### src/rtl/ext_irq_pkg.sv
package ext_irq_pkg;
    typedef enum logic {EDG_HIGH, EDG_LOW} edge_state_t;
    typedef enum logic {FLG_IDLE, FLG_PEND} flag_state_t;

    localparam int BIT_EN_IRQ   = 7;
    localparam int BIT_EN_IRQ2  = 6;
    localparam int BIT_FLG_IRQ  = 3;
    localparam int BIT_FLG_IRQ2 = 2;
    localparam int BIT_ACK_IRQ  = 1;
    localparam int BIT_ACK_IRQ2 = 0;
endpackage

### src/rtl/ext_irq_sync.sv
module ext_irq_sync
    import ext_irq_pkg::*;
#(
    parameter int STAGES = 2
) (
    input  logic clk,
    input  logic rst_n,
    input  logic pin_n,
    output logic level_o,
    output logic fall_o
);
    logic [STAGES-1:0] pipe;
    edge_state_t st_q, st_d;

    // synchronizer chain, idles high
    always_ff @(posedge clk or negedge rst_n) begin
        if (!rst_n) pipe <= '1;
        else        pipe <= {pipe[STAGES-2:0], pin_n};
    end

    assign level_o = pipe[STAGES-1];

    always_ff @(posedge clk or negedge rst_n) begin
        if (!rst_n) st_q <= EDG_HIGH;
        else        st_q <= st_d;
    end

    always_comb begin
        st_d   = st_q;
        fall_o = 1'b0;
        unique case (st_q)
            EDG_HIGH: if (!level_o) begin
                st_d   = EDG_LOW;
                fall_o = 1'b1;
            end
            EDG_LOW:  if (level_o) st_d = EDG_HIGH;
            default:  st_d = EDG_HIGH;
        endcase
    end
endmodule

### src/rtl/ext_irq_flag.sv
module ext_irq_flag
    import ext_irq_pkg::*;
(
    input  logic clk,
    input  logic rst_n,
    input  logic set_i,
    input  logic clr_i,
    output logic flag_o
);
    flag_state_t st_q, st_d;

    always_ff @(posedge clk or negedge rst_n) begin
        if (!rst_n) st_q <= FLG_IDLE;
        else        st_q <= st_d;
    end

    // set has priority over clear so no event is dropped
    always_comb begin
        st_d = st_q;
        unique case (st_q)
            FLG_IDLE: if (set_i) st_d = FLG_PEND;
            FLG_PEND: if (clr_i && !set_i) st_d = FLG_IDLE;
            default:  st_d = FLG_IDLE;
        endcase
    end

    assign flag_o = (st_q == FLG_PEND);
endmodule

### src/rtl/ext_irq_ctrl.sv
module ext_irq_ctrl
    import ext_irq_pkg::*;
#(
    parameter int              ADDR_W     = 8,
    parameter logic [ADDR_W-1:0] REG_ADDR = 8'h0A,
    parameter int              NUM_PORT   = 4,
    parameter bit              PORT_MERGE = 1'b1,
    parameter bit              LEVEL_SENS = 1'b0,
    parameter logic [15:0]     VEC_HI     = 16'h1FFA,
    parameter logic [15:0]     VEC_LO     = 16'h1FFB
) (
    input  logic                clk,
    input  logic                rst_n,
    input  logic                irq_pin_n,
    input  logic [NUM_PORT-1:0] port_pins,
    input  logic                irq2_pin_n,
    input  logic [ADDR_W-1:0]   bus_addr,
    input  logic [7:0]          bus_wdata,
    input  logic                bus_wr,
    input  logic                bus_rd,
    output logic [7:0]          bus_rdata,
    output logic                irq_req_o,
    output logic                irq_level_o,
    output logic [15:0]         vec_hi_addr_o,
    output logic [15:0]         vec_lo_addr_o
);
    localparam int NSRC = 2;

    logic            merged_n;
    logic [NSRC-1:0] src_n, sync_lvl, fall, set, clr, flag, en;
    logic            wr_hit, rd_hit;

    generate
        if (PORT_MERGE) begin : g_merge
            assign merged_n = irq_pin_n & ~(|port_pins);
        end else begin : g_nomerge
            assign merged_n = irq_pin_n;
        end
    endgenerate

    assign src_n  = {irq2_pin_n, merged_n};
    assign wr_hit = bus_wr && (bus_addr == REG_ADDR);
    assign rd_hit = bus_rd && (bus_addr == REG_ADDR);

    assign clr[0] = wr_hit && bus_wdata[BIT_ACK_IRQ];
    assign clr[1] = wr_hit && bus_wdata[BIT_ACK_IRQ2];

    for (genvar g = 0; g < NSRC; g++) begin : g_src
        ext_irq_sync #(.STAGES(2)) u_sync (
            .clk(clk), .rst_n(rst_n), .pin_n(src_n[g]),
            .level_o(sync_lvl[g]), .fall_o(fall[g])
        );
        if (g == 0 && LEVEL_SENS) begin : g_lvl
            assign set[g] = fall[g] | ~sync_lvl[g];
        end else begin : g_edge
            assign set[g] = fall[g];
        end
        ext_irq_flag u_flag (
            .clk(clk), .rst_n(rst_n), .set_i(set[g]),
            .clr_i(clr[g]), .flag_o(flag[g])
        );
    end

    always_ff @(posedge clk or negedge rst_n) begin
        if (!rst_n) begin
            en <= '0;
        end else if (wr_hit) begin
            en[0] <= bus_wdata[BIT_EN_IRQ];
            en[1] <= bus_wdata[BIT_EN_IRQ2];
        end
    end

    always_comb begin
        bus_rdata = '0;
        if (rd_hit) begin
            bus_rdata[BIT_EN_IRQ]   = en[0];
            bus_rdata[BIT_EN_IRQ2]  = en[1];
            bus_rdata[BIT_FLG_IRQ]  = flag[0];
            bus_rdata[BIT_FLG_IRQ2] = flag[1];
        end
    end

    assign irq_req_o     = |(flag & en);
    assign irq_level_o   = sync_lvl[0];
    assign vec_hi_addr_o = VEC_HI;
    assign vec_lo_addr_o = VEC_LO;
endmodule

### config.mk
export PLATFORM = sky130hd
export DESIGN_NAME = ext_irq_ctrl
export DESIGN_NICKNAME = d
export VERILOG_FILES = /design/src/rtl/ext_irq_pkg.sv /design/src/rtl/ext_irq_sync.sv /design/src/rtl/ext_irq_flag.sv /design/src/rtl/ext_irq_ctrl.sv
export SDC_FILE = /design/constraint.sdc
export NUM_CORES = 1
export LEC_CHECK = 0
export BUFFER_PORTS_ARGS = -buffer_cell sky130_fd_sc_hd__buf_2
export CAP_MARGIN = 20
export CORE_MARGIN = 5
export CORE_UTILIZATION = 30
export CTS_CLUSTER_SIZE = 28
export DETAILED_ROUTE_END_ITERATION = 10
export PLACE_DENSITY = 0.69
export SLEW_MARGIN = 20
export SYNTH_ARGS = -nofsm -noshare
export SYNTH_HDL_FRONTEND = slang
export SYNTH_SLANG_ARGS = --single-unit
### constraint.sdc
create_clock -name clk -period 0.9 [get_ports clk]
set_input_delay 0.09 -clock clk [delete_from_list [all_inputs] [get_ports clk]]
set_output_delay 0.09 -clock clk [all_outputs]
set_load 0.02 [all_outputs]
==> results_dict.tcl, run 1 <==
set metrics [dict create \
    clockBufferDepth 2 \
    rsz0062_at_grt "true" \
    synth-seq-cells 10 \
    coreArea_sq_mm 0.00221 \
    cts.clk_slew.worst_paths_ps 70 \
    period_share_pct 126 \
    antenna_found_initial 0 \
    arrival_ps 1040 \
    yosysUniqueCellTypes 16 \
    fp.dieW_microns 58.0 \
    setup_tns_ps -1040 \
    grt_pass1_wl_microns 1860 \
    cts_tree "done" \
    syn_area_per_cell_sq_um 10.3 \
    reg2reg_slack_ps 40 \
    cts.sinks 10 \
    cap_viol_max_count 0 \
    hold_class "input pin to register" \
    violations "setup timing" \
    fillerInstances 222 \
    hold_viol 0 \
    outcome "complete, but fails checks" \
    routed-via-count 493 \
    grt_max_degree 11 \
    io_pins 68 \
    rr_endpoint "g_src[0].u_flag.flag_o$_DFF_PN0_" \
    place_congestion 0.715 \
    multi_input_area_sq_um 324 \
    hpwl_microns 1070 \
    critical_path_required_ps 810 \
    row_count 17 \
    endpoint "irq_req_o" \
    syn-cell-area_sq_um 691 \
    num-nets-final 132 \
    synth_cells 67 \
    drt_wl_total_microns 1350 \
    critPathLaunch "g_src[1].u_flag.flag_o$_DFF_PN0_" \
    portBuffers 27 \
    reg2reg_from "g_src[0].u_flag.flag_o$_DFF_PN0_" \
    htree_levels 1 \
    diodes 0 \
    reg2regPathDepth 3 \
    yosysWarnings 0 \
    yosysSeqAreaShare_pct 37.0 \
    drt_iter0_drc 4 \
    fmax_mhz 884 \
    timing.hold.ws_ps 37.0 \
    grtUsageTotal_pct 7.44 \
    clkLatencyLatePin_ps 260 \
    start_util_pct 31.2 \
    critical_path_class "register to output port" \
    die_h_microns 58.0 \
    leakagePower_nw 0.483 \
    dieArea_sq_mm 0.00336 \
    peakVddDrop_v 0.00111 \
    drc 0 \
    critPathMaxFanout 3 \
    numCtsBuffers 3 \
    avgViaCountPerCell 3.71 \
    powerDensity_mw_per_mm2 1240 \
    p_total_mw 1.15 \
    drtAntennaViolNets 0 \
    grt-ovfl-total 0 \
    drive_above_1_share_pct 50.5 \
    regArea_sq_um 255 \
    grt_pass1_vias 475 \
    wl_per_cell_microns 10.1 \
    setup_viol 6 \
    mostFrequentLayoutCell "conb_1" \
    final_cell_mix "36 x conb_1, 17 x buf_2, 9 x buf_6, 8 x buf_4, 6 x dfrtp_1" \
    postLayoutSetupSlackWorst_ps -231 \
    fin_skew_ps 3.80 \
    crit_path_end_kind "output port" \
    drt_first_pass_iters 2 \
    syn_to_final_growth_pct 33.9 \
    crit_path_start_kind "register" \
    min_period_ps 1130 \
    root_buffer "clkbuf_4" \
    maxSlewViolCount 0 \
]
-- layout make-up --
| cell class | count | area share (%) |
|---|---|---|
| multi-input combinational | 53 | 35.0 |
| timing repair buffer | 36 | 28.8 |
| sequential | 10 | 27.6 |
| clock buffer | 4 | 3.92 |
| tap | 28 | 3.79 |
| inverter | 2 | 0.812 |
-- state kept, by name, indices dropped and copies added (netlist names) --
register,count
g_src.u_flag.flag_o,2
g_src.u_sync.st_q,2
en,2
g_src.u_sync.pipe,4
-- logic make-up after synthesis --
group           count (synthesis)  synth area share (%)
compound gates                  3                  3.81
buf+inv                        38                  40.2
flops                          10                  37.0
mux                             2                  3.26
other cells                     2                  1.09
simple gates                   12                  14.7
-- Yosys cell counts --
cell	count	area share [%]
buf_4	36	39
dfrtp_1	6	22
and3_1	4	3.6
dfstp_2	4	15
conb_1	2	1.1
inv_1	2	1.1
mux2_1	2	3.3
nand4_1	2	1.8
o2bb2ai_1	2	2.5
a22o_1	1	1.3
and2_1	1	0.91
and2_2	1	1.1
and4bb_2	1	1.8
nand3_2	1	1.4
nor4_1	1	0.91
nor4_4	1	3.1
-- per-stage QoR --
step | setup slack, ps | area, sq um | instances | util, %
CTS | -246 | 856 | 130 | 38.7
global route | -282 | 925 | 133 | 41.8
detailed placement | -302 | 731 | 121 | 33.0
floorplan | -50.0 | 823 | 101 | -
global placement | -279 | 731 | 121 | 33.0
finish | -231 | 925 | 133 | 41.8
-- worst max-delay path, cell delays in order (launching register included) --
cell     delay (ps)
dfrtp_1         400
a22o_1          250
buf_6           130
-- worst min path at each step --
stage	from	slack, ps	end	cells after the start
4_1_cts	irq_pin_n	30	g_src[0].u_sync.pipe[0]$_DFF_PN1_	2
6_report	irq_pin_n	40	g_src[0].u_sync.pipe[0]$_DFF_PN1_	2
2_1_floorplan	rst_n	-210	en[0]$_DFFE_PN0P_	0
5_1_grt	irq_pin_n	40	g_src[0].u_sync.pipe[0]$_DFF_PN1_	2
3_5_place_dp	rst_n	-40	g_src[1].u_sync.st_q$_DFF_PN0_	1
3_3_place_gp	rst_n	-50	g_src[1].u_sync.st_q$_DFF_PN0_	1
-- report_power, final --
part	internal, mW	switching (mW)
combinational	0.0826	0.185
clock	0.246	0.155
sequential	0.469	0.00798
-- metal layers --
layer,routed length [microns],vias up,global-route usage [%]
met5,0,-,0
met4,0,0,1.99
met3,248,0,6.01
met2,722,37,13.2
met1,377,230,6.32
li1,-,226,-
-- repair_timing --
item                                    4_1_cts  5_1_grt
pin swaps                                     5        5
buffers inserted                              3        3
hold buffers                                  2        0
hold endpoints to repair                     11        0
resized for setup                            14        9
endpoints found under the setup margin        6        8
Note: power is estimated with default switching activity, not from simulation.
==> inputs of run 2 (changes only) <==
- PLACE_DENSITY: 0.69 -> 0.79
==> run 2 against run 1 <==
The run still ends with setup timing left. Die area is the same. Design area down 2.6%. Cell count shrank 0.75%. Critical path depth stayed put.
==> results_dict.tcl, run 2 (same netlist as run 1, synthesis figures left out) <==
set metrics [dict create \
    cts.clk_slew.worst_paths_ps 60 \
    period_share_pct 124 \
    violations "setup timing" \
    path_buf_inv 1 \
    grt_max_degree 11 \
    drive_above_1_share_pct 47.1 \
    cts.sinks 10 \
    cap_viol_max_count 0 \
    rsz0062_at_grt "true" \
    grt_pass1_vias 458 \
    fin_skew_ps 5.45 \
    clockBufferDepth 2 \
    crit_path_end_kind "output port" \
    fmax_mhz 894 \
    largest_reg_flops 4 \
    powerDensity_mw_per_mm2 1160 \
    portBuffers 27 \
    cts_tree "done" \
    top_register "g_src.u_sync.pipe" \
    io_pins 68 \
    num-nets-final 131 \
    wl_per_cell_microns 10.5 \
    grt-ovfl-total 0 \
    grt_pass1_wl_microns 1840 \
    start_util_pct 31.2 \
    maxSlewViolCount 0 \
    leakagePower_nw 0.470 \
    row_count 17 \
    reg2regPathDepth 1 \
    avgViaCountPerCell 3.58 \
    antenna_found_initial 0 \
    arrival_ps 1030 \
    numCtsBuffers 3 \
    drt_wl_total_microns 1380 \
    syn_to_final_growth_pct 30.4 \
    setup_tns_ps -1010 \
    drt_iter0_drc 0 \
    mostFrequentLayoutCell "conb_1" \
    outcome "complete, but fails checks" \
    endpoint "irq_req_o" \
    dieArea_sq_mm 0.00336 \
    reg2reg_slack_ps 100 \
    postLayoutSetupSlackWorst_ps -219 \
    diodes 0 \
    die_h_microns 58.0 \
    worst-path-stages 2 \
    clkLatencyLatePin_ps 260 \
    final_cell_mix "36 x conb_1, 17 x buf_2, 10 x buf_6, 6 x dfrtp_1, 6 x buf_4" \
    crit_path_start_kind "register" \
    grtUsageTotal_pct 7.26 \
    reg2reg_from "en[1]$_DFFE_PN0P_" \
    htree_levels 1 \
    fin_util_pct 40.7 \
    critPathMaxFanout 3 \
    critical_path_class "register to output port" \
    critPathLaunch "en[1]$_DFFE_PN0P_" \
    root_buffer "clkbuf_4" \
    drc 0 \
    peakVddDrop_v 0.000936 \
    critical_path_required_ps 810 \
    place_congestion 0.748 \
    min_period_ps 1120 \
    drtAntennaViolNets 0 \
    hold_viol 0 \
    fp.dieW_microns 58.0 \
    coreArea_sq_mm 0.00221 \
    rr_endpoint "en[1]$_DFFE_PN0P_" \
    hpwl_microns 1100 \
    routed-via-count 472 \
    drt_first_pass_iters 1 \
    path_delay_family "flip-flops" \
    hold_class "input pin to register" \
    path_cells "a22o_1, buf_6" \
    critPathMaxStageDelay_ps 390 \
    setup_viol 6 \
    crit_path_top_delay_cell "dfrtp_1" \
]
[run 2: through the flow]
stage               hold WS [ps]  cell area [sq um]  total power [mW]  setup WS, ps  cells
finish                      41.5                901              1.05          -219    132
global route                40.4                901              1.11          -249    132
CTS                         33.5                865              1.05          -221    132
detailed placement         -41.0                731             0.707          -297    121
global placement           -52.8                731             0.701          -275    121
floorplan                   -206                823             0.757         -50.0    101
[run 2: per-layer routing]
metal / global-route usage (%) / wire length, microns
met3: 4.01 / 185
met2: 15.2 / 810
met4: 0.993 / 0
met1: 5.80 / 384
met5: 0 / 0
[run 2: how the worst min path moves through the flow]
stage / slack [ps] / startpoint / depth (start not counted) / end
floorplan: -210 / rst_n / 0 / en[0]$_DFFE_PN0P_
global placement: -50 / rst_n / 1 / g_src[1].u_sync.st_q$_DFF_PN0_
detailed placement: -40 / rst_n / 1 / g_src[0].u_sync.st_q$_DFF_PN0_
CTS: 30 / irq_pin_n / 2 / g_src[0].u_sync.pipe[0]$_DFF_PN1_
global route: 40 / irq_pin_n / 2 / g_src[0].u_sync.pipe[0]$_DFF_PN1_
finish: 40 / irq_pin_n / 2 / g_src[0].u_sync.pipe[0]$_DFF_PN1_
[run 2: what timing repair did]
| item | in CTS | in global routing |
|---|---|---|
| hold endpoints to repair | 11 | 0 |
| endpoints found under the setup margin | 6 | 8 |
| setup buffers | 5 | 1 |
| gates resized for setup | 15 | 7 |
| hold buffers | 2 | 0 |
| cloned | 0 | 0 |
| pin swaps | 6 | 3 |
[run 2: layout make-up]
class | instances | area, sq um
fillers | 219 | 1310
multi-input cells | 53 | 314
repair buffers | 35 | 263
flip-flops and latches | 10 | 255
well taps | 28 | 35.0
clock buffers | 4 | 26.3
inverters | 2 | 7.51
[run 2: power breakdown]
part           switching [mW]  leakage (nW)  internal (mW)  total, mW
Combinational           0.184         0.347         0.0786      0.263
Clock                   0.136        0.0150          0.171      0.306
Sequential            0.00816         0.108          0.470      0.478
